==> config.mk <==
export PLATFORM = sky130hd
export DESIGN_NAME = wsub_regblock
export DESIGN_NICKNAME = d
export VERILOG_FILES = /design/src/rtl/wsub_pkg.sv /design/src/rtl/wsub_decode.sv /design/src/rtl/wsub_field.sv /design/src/rtl/wsub_rdmux.sv /design/src/rtl/wsub_regblock.sv
export SDC_FILE = /design/constraint.sdc
export NUM_CORES = 1
export LEC_CHECK = 0
export BUFFER_PORTS_ARGS = -buffer_cell sky130_fd_sc_hd__buf_2
export CAP_MARGIN = 10
export CORE_MARGIN = 2
export CORE_UTILIZATION = 25
export CTS_BUF_LIST = sky130_fd_sc_hd__clkbuf_4
export DETAILED_ROUTE_END_ITERATION = 8
export GPL_ROUTABILITY_DRIVEN = 0
export PLACE_DENSITY_LB_ADDON = 0.25
export SYNTH_ARGS = -nofsm -noshare
export SYNTH_HDL_FRONTEND = slang
export SYNTH_SLANG_ARGS = --single-unit
==> constraint.sdc <==
create_clock -name clk -period 1.9 [get_ports clk]
set_clock_uncertainty 0.15 [all_clocks]
set_input_delay 0.095 -clock clk [delete_from_list [all_inputs] [get_ports clk]]
set_output_delay 0.095 -clock clk [all_outputs]
set_load 0.1 [all_outputs]
==> src/rtl/wsub_pkg.sv <==
package wsub_pkg;
    timeunit 1ns;
    timeprecision 1ps;

    localparam int BUS_W     = 16;
    localparam int BUS_BYTES = BUS_W / 8;
    localparam int ADDR_W    = 6;

    // register widths and base byte addresses
    localparam int CTL_W    = 64;
    localparam int STS_W    = 64;
    localparam int CFG_W    = 32;
    localparam int CTL_BASE = 0;
    localparam int STS_BASE = 8;
    localparam int CFG_BASE = 16;
    localparam int CTL_NSUB = CTL_W / BUS_W;
    localparam int STS_NSUB = STS_W / BUS_W;
    localparam int CFG_NSUB = CFG_W / BUS_W;

    // field placement inside each register
    localparam int CTL_F1_LO = 0;   localparam int CTL_F1_W = 8;
    localparam int CTL_F2_LO = 12;  localparam int CTL_F2_W = 3;
    localparam int CTL_F3_LO = 36;  localparam int CTL_F3_W = 1;
    localparam int CTL_F4_LO = 40;  localparam int CTL_F4_W = 8;
    localparam int STS_LO_LO = 12;  localparam int STS_LO_W = 20;
    localparam int STS_HI_LO = 48;  localparam int STS_HI_W = 2;
    localparam int CFG_REV_LO = 4;  localparam int CFG_REV_W = 8;
    localparam int CFG_HI_LO = 16;  localparam int CFG_HI_W = 8;

    // subword range touched by the spanning status field
    localparam int STS_LO_LSUB = STS_LO_LO / BUS_W;
    localparam int STS_LO_HSUB = (STS_LO_LO + STS_LO_W - 1) / BUS_W;

    typedef enum logic {
        ST_IDLE = 1'b0,
        ST_RESP = 1'b1
    } bus_state_e;
endpackage

==> src/rtl/wsub_decode.sv <==
module wsub_decode #(
    parameter int ADDR_W = 6,
    parameter int STEP   = 2,
    parameter int BASE   = 0,
    parameter int NSUB   = 4
) (
    input  logic              sel,
    input  logic [ADDR_W-1:0] addr,
    output logic [NSUB-1:0]   hit
);
    timeunit 1ns;
    timeprecision 1ps;

    for (genvar i = 0; i < NSUB; i++) begin : g_sub
        assign hit[i] = sel && (addr == ADDR_W'(BASE + i * STEP));
    end
endmodule

==> src/rtl/wsub_field.sv <==
module wsub_field #(
    parameter int BUS_W    = 16,
    parameter int W        = 8,
    parameter int OFF      = 0,
    parameter bit REVERSED = 1'b0
) (
    input  logic             clk,
    input  logic             rst,
    input  logic             we,
    input  logic [BUS_W-1:0] wdata,
    input  logic [BUS_W-1:0] biten,
    output logic [W-1:0]     value
);
    timeunit 1ns;
    timeprecision 1ps;

    logic [W-1:0] d_sl, b_sl, d_f, b_f, nxt;

    // bus slice after shifting down by the subword offset
    assign d_sl = wdata[OFF +: W];
    assign b_sl = biten[OFF +: W];

    if (REVERSED) begin : g_rev
        for (genvar j = 0; j < W; j++) begin : g_bit
            assign d_f[j] = d_sl[W-1-j];
            assign b_f[j] = b_sl[W-1-j];
        end
    end else begin : g_fwd
        assign d_f = d_sl;
        assign b_f = b_sl;
    end

    assign nxt = (value & ~b_f) | (d_f & b_f);

    always_ff @(posedge clk) begin
        if (rst)     value <= '0;
        else if (we) value <= nxt;
    end
endmodule

==> src/rtl/wsub_rdmux.sv <==
module wsub_rdmux #(
    parameter int REG_W = 64,
    parameter int BUS_W = 16,
    localparam int NSUB = REG_W / BUS_W
) (
    input  logic [REG_W-1:0] img,
    input  logic [NSUB-1:0]  hit,
    output logic [BUS_W-1:0] word
);
    timeunit 1ns;
    timeprecision 1ps;

    always_comb begin
        word = '0;
        for (int i = 0; i < NSUB; i++) begin
            if (hit[i]) word = word | img[i*BUS_W +: BUS_W];
        end
    end
endmodule

==> src/rtl/wsub_regblock.sv <==
module wsub_regblock
    import wsub_pkg::*;
(
    input  logic                 clk,
    input  logic                 rst,
    input  logic                 req_valid,
    output logic                 req_ready,
    input  logic                 req_write,
    input  logic [ADDR_W-1:0]    req_addr,
    input  logic [BUS_W-1:0]     req_wdata,
    input  logic [BUS_W-1:0]     req_biten,
    output logic                 rsp_valid,
    input  logic                 rsp_ready,
    output logic [BUS_W-1:0]     rsp_rdata,
    output logic [CTL_F1_W-1:0]  ctl_f1,
    output logic [CTL_F2_W-1:0]  ctl_f2,
    output logic [CTL_F3_W-1:0]  ctl_f3,
    output logic [CTL_F4_W-1:0]  ctl_f4,
    output logic [CFG_REV_W-1:0] cfg_rev,
    output logic [CFG_HI_W-1:0]  cfg_hi,
    input  logic [STS_LO_W-1:0]  sts_lo_in,
    input  logic [STS_HI_W-1:0]  sts_hi_in,
    output logic                 sts_lo_acc
);
    timeunit 1ns;
    timeprecision 1ps;

    bus_state_e state_q, state_d;
    logic accept;
    logic [BUS_W-1:0] rd_q, rd_word, ctl_word, sts_word, cfg_word;

    assign accept = (state_q == ST_IDLE) && req_valid;

    // ---------------- state machine ----------------
    always_ff @(posedge clk) begin
        if (rst) state_q <= ST_IDLE;
        else     state_q <= state_d;
    end

    always_comb begin
        state_d = state_q;
        unique case (state_q)
            ST_IDLE: if (req_valid) state_d = ST_RESP;  // accept
            ST_RESP: if (rsp_ready) state_d = ST_IDLE;  // retire
            default: state_d = ST_IDLE;
        endcase
    end

    always_comb begin
        req_ready = (state_q == ST_IDLE);
        rsp_valid = (state_q == ST_RESP);
        rsp_rdata = rd_q;
    end

    // ---------------- subword decode ----------------
    logic [CTL_NSUB-1:0] ctl_hit, ctl_wr, ctl_rd;
    logic [STS_NSUB-1:0] sts_hit, sts_rd;
    logic [CFG_NSUB-1:0] cfg_hit, cfg_wr, cfg_rd;

    wsub_decode #(.ADDR_W(ADDR_W), .STEP(BUS_BYTES), .BASE(CTL_BASE), .NSUB(CTL_NSUB))
        u_dec_ctl (.sel(accept), .addr(req_addr), .hit(ctl_hit));
    wsub_decode #(.ADDR_W(ADDR_W), .STEP(BUS_BYTES), .BASE(STS_BASE), .NSUB(STS_NSUB))
        u_dec_sts (.sel(accept), .addr(req_addr), .hit(sts_hit));
    wsub_decode #(.ADDR_W(ADDR_W), .STEP(BUS_BYTES), .BASE(CFG_BASE), .NSUB(CFG_NSUB))
        u_dec_cfg (.sel(accept), .addr(req_addr), .hit(cfg_hit));

    assign ctl_wr = ctl_hit & {CTL_NSUB{req_write}};
    assign ctl_rd = ctl_hit & {CTL_NSUB{!req_write}};
    assign sts_rd = sts_hit & {STS_NSUB{!req_write}};
    assign cfg_wr = cfg_hit & {CFG_NSUB{req_write}};
    assign cfg_rd = cfg_hit & {CFG_NSUB{!req_write}};

    // access pulse: OR of every subword strobe the field touches
    assign sts_lo_acc = |sts_hit[STS_LO_HSUB:STS_LO_LSUB];

    // ---------------- writable fields ----------------
    wsub_field #(.BUS_W(BUS_W), .W(CTL_F1_W), .OFF(CTL_F1_LO % BUS_W), .REVERSED(1'b0))
        u_ctl_f1 (.clk(clk), .rst(rst), .we(ctl_wr[CTL_F1_LO / BUS_W]),
                  .wdata(req_wdata), .biten(req_biten), .value(ctl_f1));
    wsub_field #(.BUS_W(BUS_W), .W(CTL_F2_W), .OFF(CTL_F2_LO % BUS_W), .REVERSED(1'b0))
        u_ctl_f2 (.clk(clk), .rst(rst), .we(ctl_wr[CTL_F2_LO / BUS_W]),
                  .wdata(req_wdata), .biten(req_biten), .value(ctl_f2));
    wsub_field #(.BUS_W(BUS_W), .W(CTL_F3_W), .OFF(CTL_F3_LO % BUS_W), .REVERSED(1'b0))
        u_ctl_f3 (.clk(clk), .rst(rst), .we(ctl_wr[CTL_F3_LO / BUS_W]),
                  .wdata(req_wdata), .biten(req_biten), .value(ctl_f3));
    wsub_field #(.BUS_W(BUS_W), .W(CTL_F4_W), .OFF(CTL_F4_LO % BUS_W), .REVERSED(1'b0))
        u_ctl_f4 (.clk(clk), .rst(rst), .we(ctl_wr[CTL_F4_LO / BUS_W]),
                  .wdata(req_wdata), .biten(req_biten), .value(ctl_f4));
    wsub_field #(.BUS_W(BUS_W), .W(CFG_REV_W), .OFF(CFG_REV_LO % BUS_W), .REVERSED(1'b1))
        u_cfg_rev (.clk(clk), .rst(rst), .we(cfg_wr[CFG_REV_LO / BUS_W]),
                   .wdata(req_wdata), .biten(req_biten), .value(cfg_rev));
    wsub_field #(.BUS_W(BUS_W), .W(CFG_HI_W), .OFF(CFG_HI_LO % BUS_W), .REVERSED(1'b0))
        u_cfg_hi (.clk(clk), .rst(rst), .we(cfg_wr[CFG_HI_LO / BUS_W]),
                  .wdata(req_wdata), .biten(req_biten), .value(cfg_hi));

    // ---------------- readback images ----------------
    logic [CTL_W-1:0] ctl_img;
    logic [STS_W-1:0] sts_img;
    logic [CFG_W-1:0] cfg_img;

    always_comb begin
        ctl_img = '0;
        ctl_img[CTL_F1_LO +: CTL_F1_W] = ctl_f1;
        ctl_img[CTL_F2_LO +: CTL_F2_W] = ctl_f2;
        ctl_img[CTL_F3_LO +: CTL_F3_W] = ctl_f3;
        ctl_img[CTL_F4_LO +: CTL_F4_W] = ctl_f4;
        sts_img = '0;
        sts_img[STS_LO_LO +: STS_LO_W] = sts_lo_in;
        sts_img[STS_HI_LO +: STS_HI_W] = sts_hi_in;
        cfg_img = '0;
        for (int j = 0; j < CFG_REV_W; j++) cfg_img[CFG_REV_LO + j] = cfg_rev[CFG_REV_W-1-j];
        cfg_img[CFG_HI_LO +: CFG_HI_W] = cfg_hi;
    end

    wsub_rdmux #(.REG_W(CTL_W), .BUS_W(BUS_W)) u_rd_ctl (.img(ctl_img), .hit(ctl_rd), .word(ctl_word));
    wsub_rdmux #(.REG_W(STS_W), .BUS_W(BUS_W)) u_rd_sts (.img(sts_img), .hit(sts_rd), .word(sts_word));
    wsub_rdmux #(.REG_W(CFG_W), .BUS_W(BUS_W)) u_rd_cfg (.img(cfg_img), .hit(cfg_rd), .word(cfg_word));

    assign rd_word = ctl_word | sts_word | cfg_word;

    always_ff @(posedge clk) begin
        if (rst)         rd_q <= '0;
        else if (accept) rd_q <= rd_word;
    end
endmodule

# ---- Word level (Yosys, flattened, before mapping)
# Index checks and enable logic that the tools add are counted.
dict set report word_totals {
  ff_bits 53
  latchBits 0
  ram_bits 0
  rom_bits 0
  memories 0
}
dict set report classes {
  add_sub_neg 0
  mul 0
  n_div 0
  order_cmp 0
  eq_ne 8
  shift 0
  mux 10
  n_bitwise 34
  reduce_logical 13
}
# cell count
set op_table {}
lappend op_table {{$mux 16} 5}
lappend op_table {{$or 16x16->16} 4}
lappend op_table {{$and 8x8->8} 7}
lappend op_table {{$or 8x8->8} 4}
lappend op_table {{$eq 6x4->1 const B} 4}
lappend op_table {{$not 8->8} 3}
lappend op_table {{$or 16x2->16} 1}
lappend op_table {{$or 16x8->16} 1}
lappend op_table {{$mux 15} 1}
lappend op_table {{$and 3x3->3} 4}
lappend op_table {{$eq 6x5->1 const B} 2}
lappend op_table {{$mux 12} 1}
lappend op_table {{$logic_and 1x1->1} 10}
lappend op_table {{$eq 6x2->1 const B} 1}
lappend op_table {{$eq 6x3->1 const B} 1}
lappend op_table {{$logic_not 6->1} 1}
lappend op_table {{$and 2x2->2} 2}
lappend op_table {{$and 4x4->4} 1}
lappend op_table {{$not 3->3} 1}
lappend op_table {{$or 3x3->3} 1}
lappend op_table {{$and 1x1->1} 2}
lappend op_table {{$mux 1} 2}
lappend op_table {{$not 1->1} 2}
lappend op_table {{$pmux 1 s2} 1}
lappend op_table {{3 further kinds} 3}

# ---- Logic depth before layout (Yosys ltp)
# Gate-level depths: netlist of the first run.
dict set report logic_depth {
  ltp_word 11
  depth_mapped 7
}

# ---- By module
# From an unflattened synthesis of the first run, not the netlist that was laid out.
dict set report hier_totals {
  hier_cells 420
  area_unflattened_um2 3767.4
}
# mod n_inst cells_each area_per_inst_um2
set modules_own_cells {}
lappend modules_own_cells {{wsub_field at u_cfg_hi ...} 4 35 346.6}
lappend modules_own_cells {wsub_regblock 1 110 979.7}
lappend modules_own_cells {{wsub_rdmux at u_rd_ctl ...} 2 56 450.4}
lappend modules_own_cells {{wsub_rdmux at u_rd_cfg} 1 20 196.4}
lappend modules_own_cells {{wsub_field at u_ctl_f2} 1 12 120.1}
lappend modules_own_cells {{wsub_decode at u_dec_sts} 1 9 58.8}
lappend modules_own_cells {{wsub_decode at u_dec_ctl} 1 8 50.0}
lappend modules_own_cells {{wsub_field at u_ctl_f3} 1 4 43.8}
lappend modules_own_cells {{wsub_decode at u_dec_cfg} 1 5 31.3}

# ---- Worst setup path before layout of the first run
# OpenSTA, ideal clock, no wires.
dict set report synth_path {
  path_kind {register to output}
  start {register state_q, in the netlist rsp_valid}
  end {output port sts_lo_acc}
  t_arrival_ns 3.225
  path_slack_ns -1.570
  stages_incl_launch_ff 4
  cell_sequence {dfxtp_1 > nand2b_1 > clkbuf_1 > nor3_1}
}
dict set report synth_via {
  elab_chain_len 4
  elab_cells_between_ends 5
  cone_classes {bitwise: 1; reduce/logical: 4}
}
# item line_no
set synth_lines {}
lappend synth_lines {{start: declaration} wsub_regblock.sv:28} ;# bus_state_e state_q, state_d;
lappend synth_lines {{start signal: assignment} wsub_regblock.sv:37} ;# else state_q <= state_d;
lappend synth_lines {{$not 1->1 (*)} -}
lappend synth_lines {{$logic_and 1x1->1 (*)} wsub_regblock.sv:32} ;# assign accept = (state_q == ST_IDLE) && req_valid;
lappend synth_lines {{$logic_and 1x1->1} wsub_decode.sv:15} ;# assign hit[i] = sel && (addr == ADDR_W'(BASE + i * STEP));
lappend synth_lines {{$reduce_or 2->1 (*)} wsub_regblock.sv:74} ;# assign sts_lo_acc = |sts_hit[STS_LO_HSUB:STS_LO_LSUB];
lappend synth_lines {{end: declaration} wsub_regblock.sv:23} ;# output logic sts_lo_acc
# Every way passes the cells marked *; elsewhere a longest branch is shown, timed or not.

# ---- Final worst setup path of the first run
# Ends and elaborated chain as after synthesis.

==> results of run 1 <==
==> worst reg2reg max path: cells and delay by family, from the launching register on <==
kind                   cells  cell delay, ns
AOI/OAI and AO/OA          2            0.34
buffers and inverters      1            0.18
DFF                        1            0.40
and+or+nand+nor            2            0.43
==> routing by layer <==
metal | vias up | global-route usage
met2 | 125 | 0.3074
met3 | 10 | 0.02796
met4 | 0 | 0.04453
met1 | 1471 | 0.2257
met5 | - | 0
li1 | 1503 | -
==> layout by cell type, fill, tap and decap left out, types with 4 or more instances in the layout <==
| cell type | count |
|---|---|
| buf_2 | 118 |
| dfxtp_1 | 52 |
| dlygate4sd3_1 | 40 |
| nor2_1 | 33 |
| buf_4 | 31 |
| nand4_1 | 29 |
| mux2i_1 | 23 |
| nand3_1 | 22 |
| a21oi_1 | 22 |
| nand2_1 | 16 |
| a221oi_1 | 9 |
| a21bo_2 | 7 |
| nor3_1 | 7 |
| a211oi_1 | 7 |
| clkbuf_4 | 6 |
| nor2b_1 | 5 |
| a22o_1 | 5 |
| o41ai_1 | 4 |
| a31oi_1 | 4 |
==> cells by family after synthesis <==
group	count (synthesis)	share of synthesized area
flip-flops	53	0.3996
AO/OA/AOI/OAI	65	0.1786
AND/OR/NAND/NOR	135	0.2842
buffers and inverters	27	0.04241
multiplexers	25	0.09519
==> power groups by stage <==
stage                     clock (W)  sequential, W  combinational [W]
after floorplan                   0        0.00133           0.000164
after global placement            0        0.00117           0.000520
after detailed placement          0        0.00117           0.000525
after CTS                  0.000667        0.00115           0.000589
after global routing       0.000702        0.00115           0.000625
final                      0.000645        0.00115           0.000589
==> path summary, 6_finish.rpt <==
path	endpoint	cells after the start	startpoint	slack (ns)
worst min-delay path	rsp_rdata[2]	4	sts_lo_in[6]	0.03
worst max-delay path	sts_lo_acc	3	rsp_valid	0.12
worst min register to register	flop	2	flop	0.33
worst max register to register	flop	5	rsp_valid	0.33
==> through the flow <==
stage / hold WS, ns / std cells / utilization
after floorplan: 0.08894 / 305 / -
after CTS: 0.01475 / 614 / 0.3953
final: 0.02741 / 614 / 0.3953
after global routing: 0.04396 / 614 / 0.3953
after detailed placement: 0.1967 / 566 / 0.3489
after global placement: 0.1858 / 566 / 0.3489
==> cell type report <==
class | instances | area, µm²
fill | 1057 | 6242
tap | 136 | 170.2
clock buffer | 6 | 45.04
clock inverter | 2 | 33.78
inverter | 2 | 7.507
multi-input combinational | 225 | 1516
sequential | 53 | 1065
timing repair buffer | 190 | 1244
==> flow_metrics.py, run 1 <==
metrics = {
    "setup_path": {
        "worstPathRequired_ns": 1.65,
        "critPathMaxFanout": 8,
        "cp_num_buf_inv": 1,
        "cpPeakStageDelay_ns": 0.39,
        "cp.arrival_ns": 1.54,
        "path_class": "flop to output port",
        "worstSetupStartpointType": "flop",
        "crit_chain": "nand2b_1 > nor3_4 > buf_12",
        "crit_path_top_delay_cell": "dfxtp_4",
        "endpoint_kind": "output port",
        "cp_top_family": "simple AND/OR/NAND/NOR gates",
    },
    "global_route": {
        "grt_pass1_wl_um": 15850,
        "grt_usage": 0.1762,
        "globalRoute.totalOverflow": 0,
        "antenna_found_initial": 0,
        "grt_max_degree": 24,
        "first_global_vias": 3097,
    },
    "layout": {
        "design_area_mm2": 0.004081,
        "drive_above_1_share": 0.3682,
        "syn_to_final_growth_pct": 53.72,
        "diodes": 0,
        "nets": 542,
    },
    "cts": {
        "cts_buffers": 5,
        "htree_levels": 2,
        "cts_sinks": 53,
        "cts_tree": "built",
        "hold_buffers": 40,
        "clock_latency_ns": 0.37,
        "cts_resized": 0,
        "post_cts_buffers": 0,
        "cts_buffer_depth": 2,
        "path_clk_slew_ns": 0.16,
        "root_buffer": "clkbuf_4",
    },
    "power": {
        "switching_share": 0.3179,
        "seq_power_share": 0.482,
        "power_frac_comb": 0.247,
        "power.internal_w": 0.001625,
        "p_leak_nw": 1.847,
        "switchingPower_w": 0.0007575,
        "max-vdd-ir-drop_mv": 0.3304,
        "power.total_w": 0.002383,
        "power_frac_clock": 0.271,
        "powerDensity_mw_per_mm2": 583.9,
    },
    "sta": {
        "fin_crit_sh": 0.9385,
        "slew_headroom": 0.6622,
        "tns_ns": 0,
        "min_period_ns": 1.783,
        "tightest_slew_ns": 0.5103,
        "setup_viol": 0,
        "hold_viol": 0,
        "slew_viol_final": 0,
        "max_freq_mhz": 560.8,
        "fin_ws_ns": 0.1168,
        "rsz0062_at_grt": "false",
    },
    "yosys": {
        "synth_top_area_share": 0.3996,
        "netlist_top_cells_count": "53 x dfxtp_1, 33 x nor2_1, 29 x nand4_1, 23 x mux2i_1",
        "synth_most_common_cell": "dfxtp_1",
        "syn_area_mm2": 0.002655,
        "synth.distinct_cells": 39,
        "synth_top_cell_by_area": "dfxtp_1",
        "synthFlopType": "dfxtp_1",
        "synthesis.nets": 370,
        "async_reset_ff_frac": 0,
        "avgSynthCellArea_um2": 8.705,
        "syn_inst": 305,
        "synth-edff-count": 0,
        "ys_top_cells_by_area": "dfxtp_1 40%, mux2i_1 8.7%, nand4_1 6.8%",
        "yosysWarnings": 0,
        "synth_seq_cells": 53,
        "seq_area_frac_synth": 0.3996,
    },
    "job": {
        "cap_viol_max_count": 0,
    },
    "floorplanning": {
        "dieArea_mm2": 0.01146,
        "io_pins": 120,
        "dieWidth_um": 107.1,
        "num_rows": 37,
        "start_util": 0.2572,
        "die_h_um": 107.1,
        "core-area_mm2": 0.01032,
    },
    "drt": {
        "drt_drc_violations_left": 0,
        "route.met3.wl_um": 725,
        "dr.pass1.iters": 4,
        "routed_via_density": 5.064,
        "wl_per_cell_um": 16.71,
        "drtIter0Drc": 132,
        "highest_layer": "met4",
        "route.met2.wl_um": 4977,
        "num_vias": 3109,
        "routed_wl_um": 10260,
        "drtAntennaViolNets": 0,
        "drt-met1-wl_um": 4431,
    },
    "placement": {
        "place_area_mm2": 0.003602,
        "pre_cts_ws_ns": 0.07494,
        "dp_hpwl_um": 7577,
        "io_buffer_count": 119,
    },
    "worst_hold_path": {
        "min_path_type": "primary input to flop",
    },
    "status": {
        "outcome": "finished, final reports clean",
    },
}
Power figures use the tool's default switching activity.
==> run 2, diff against run 1 <==
- CORE_UTILIZATION: 25 -> 40
==> flow_metrics.py, run 2 (synthesis results as in run 1) <==
metrics = {
    "status": {
        "outcome": "finished, final reports clean",
    },
    "sta": {
        "slew_headroom": 0.6656,
        "slew_viol_final": 0,
        "min_period_ns": 1.761,
        "fin_ws_ns": 0.1388,
        "tns_ns": 0,
        "tightest_slew_ns": 0.5051,
        "rsz0062_at_grt": "false",
        "fin_crit_sh": 0.9269,
        "max_freq_mhz": 567.8,
        "hold_viol": 0,
        "setup_viol": 0,
    },
    "floorplanning": {
        "start_util": 0.4158,
        "num_rows": 29,
        "dieWidth_um": 85.47,
        "io_pins": 120,
        "dieArea_mm2": 0.007305,
        "core-area_mm2": 0.006386,
        "die_h_um": 85.47,
    },
    "power": {
        "max-vdd-ir-drop_mv": 0.3692,
        "p_leak_nw": 1.809,
        "powerDensity_mw_per_mm2": 570.4,
        "power.total_w": 0.002245,
    },
    "layout": {
        "diodes": 0,
        "n_fill_cell": 582,
        "syn_to_final_growth_pct": 48.21,
        "nets": 537,
        "drive_above_1_share": 0.3658,
        "final_common_cell": "buf_2",
        "mostFrequentLayoutCells": "118 x buf_2, 52 x dfxtp_1, 39 x dlygate4sd3_1",
    },
    "drt": {
        "routed_via_density": 5.631,
        "dr.pass1.iters": 5,
        "highest_layer": "met4",
        "routed_wl_um": 9391,
        "route.met2.wl_um": 4548,
        "drt-met1-wl_um": 3938,
        "num_vias": 3097,
        "route.met3.wl_um": 692,
        "drt_drc_violations_left": 0,
        "drtIter0Drc": 237,
        "drtAntennaViolNets": 0,
        "wl_per_cell_um": 17.07,
    },
    "setup_path": {
        "cpPeakStageDelay_ns": 0.39,
        "crit_chain": "nand2b_1 > nor3_4 > buf_12",
        "cp.arrival_ns": 1.52,
        "worstSetupStartpointType": "flop",
        "path_class": "flop to output port",
        "cp_num_buf_inv": 1,
        "crit_path_top_delay_cell": "dfxtp_4",
        "cp_top_family": "simple AND/OR/NAND/NOR gates",
        "endpoint_kind": "output port",
        "critPathMaxFanout": 6,
        "worstPathRequired_ns": 1.65,
    },
    "cts": {
        "cts_resized": 0,
        "cts_sinks": 53,
        "htree_levels": 2,
        "clock_latency_ns": 0.39,
        "hold_buffers": 39,
        "cts_buffers": 5,
        "post_cts_buffers": 0,
        "cts_tree": "built",
        "root_buffer": "clkbuf_4",
        "path_clk_slew_ns": 0.15,
        "cts_buffer_depth": 2,
    },
    "global_route": {
        "first_global_vias": 2981,
        "grt_max_degree": 24,
        "grt_pass1_wl_um": 14450,
        "antenna_found_initial": 0,
        "globalRoute.totalOverflow": 0,
        "grt_usage": 0.2513,
    },
    "placement": {
        "dp_hpwl_um": 6580,
        "pre_cts_ws_ns": 0.1232,
        "io_buffer_count": 119,
    },
    "worst_hold_path": {
        "min_path_type": "primary input to flop",
    },
    "job": {
        "cap_viol_max_count": 0,
    },
}
==> run 2: cell types whose count changed in the layout (fill, tap and decap cells not counted) <==
cell,delta
nor4b_4,-1
dlygate4sd3_1,-1
bufinv_16,-1
clkinv_1,-1
nor4b_2,+1
buf_4,-4
clkinv_2,+2
==> run 2: path summary, 6_finish.rpt <==
check                                   from            to  slack (ns)  depth (start not counted)
worst max register to register     rsp_valid          flop        0.18                          4
worst min register to register          flop          flop        0.33                          2
worst min-delay path            sts_lo_in[6]  rsp_rdata[2]        0.03                          4
worst max-delay path               rsp_valid    sts_lo_acc        0.14                          3
==> run 2: area by class of cell <==
| type | instances | area [µm²] | share of cell area |
|---|---|---|---|
| clock buffer | 6 | 45.04 | 0.01145 |
| clock inverter | 2 | 10.01 | 0.002544 |
| inverter | 2 | 7.507 | 0.001908 |
| multi-input combinational | 225 | 1508 | 0.3831 |
| sequential | 53 | 1065 | 0.2706 |
| tap | 77 | 96.34 | 0.02448 |
| timing repair buffer | 185 | 1204 | 0.3059 |
==> run 2: tightest hold or removal path: cells and delay by family <==
kind / cells / cell delay, ns
simple gates: 1 / 0.16
compound gates: 2 / 0.19
buf+inv: 1 / 0.07
==> run 2: power by group <==
group	switching (W)	leakage (nW)	internal, W
logic	0.000380	1.34	0.000195
registers	0.0000136	0.430	0.00113
clock network	0.000366	0.0354	0.000156
==> run 2: stage by stage <==
step                hold slack, ns  utilization  area (µm²)  instances
finish                     0.02773       0.6162        3935        550
global route               0.01940       0.6162        3935        550
CTS                        0.02298       0.6162        3935        550
detailed placement          0.1878       0.5464        3490        503
global placement            0.1833       0.5464        3490        503
floorplan                  0.08894            -        2676        305
==> run 2: per-layer routing <==
metal,global-route usage,vias up
met4,0.08225,0
met1,0.3255,1418
met3,0.04669,32
met5,0,-
li1,-,1491
met2,0.4219,156
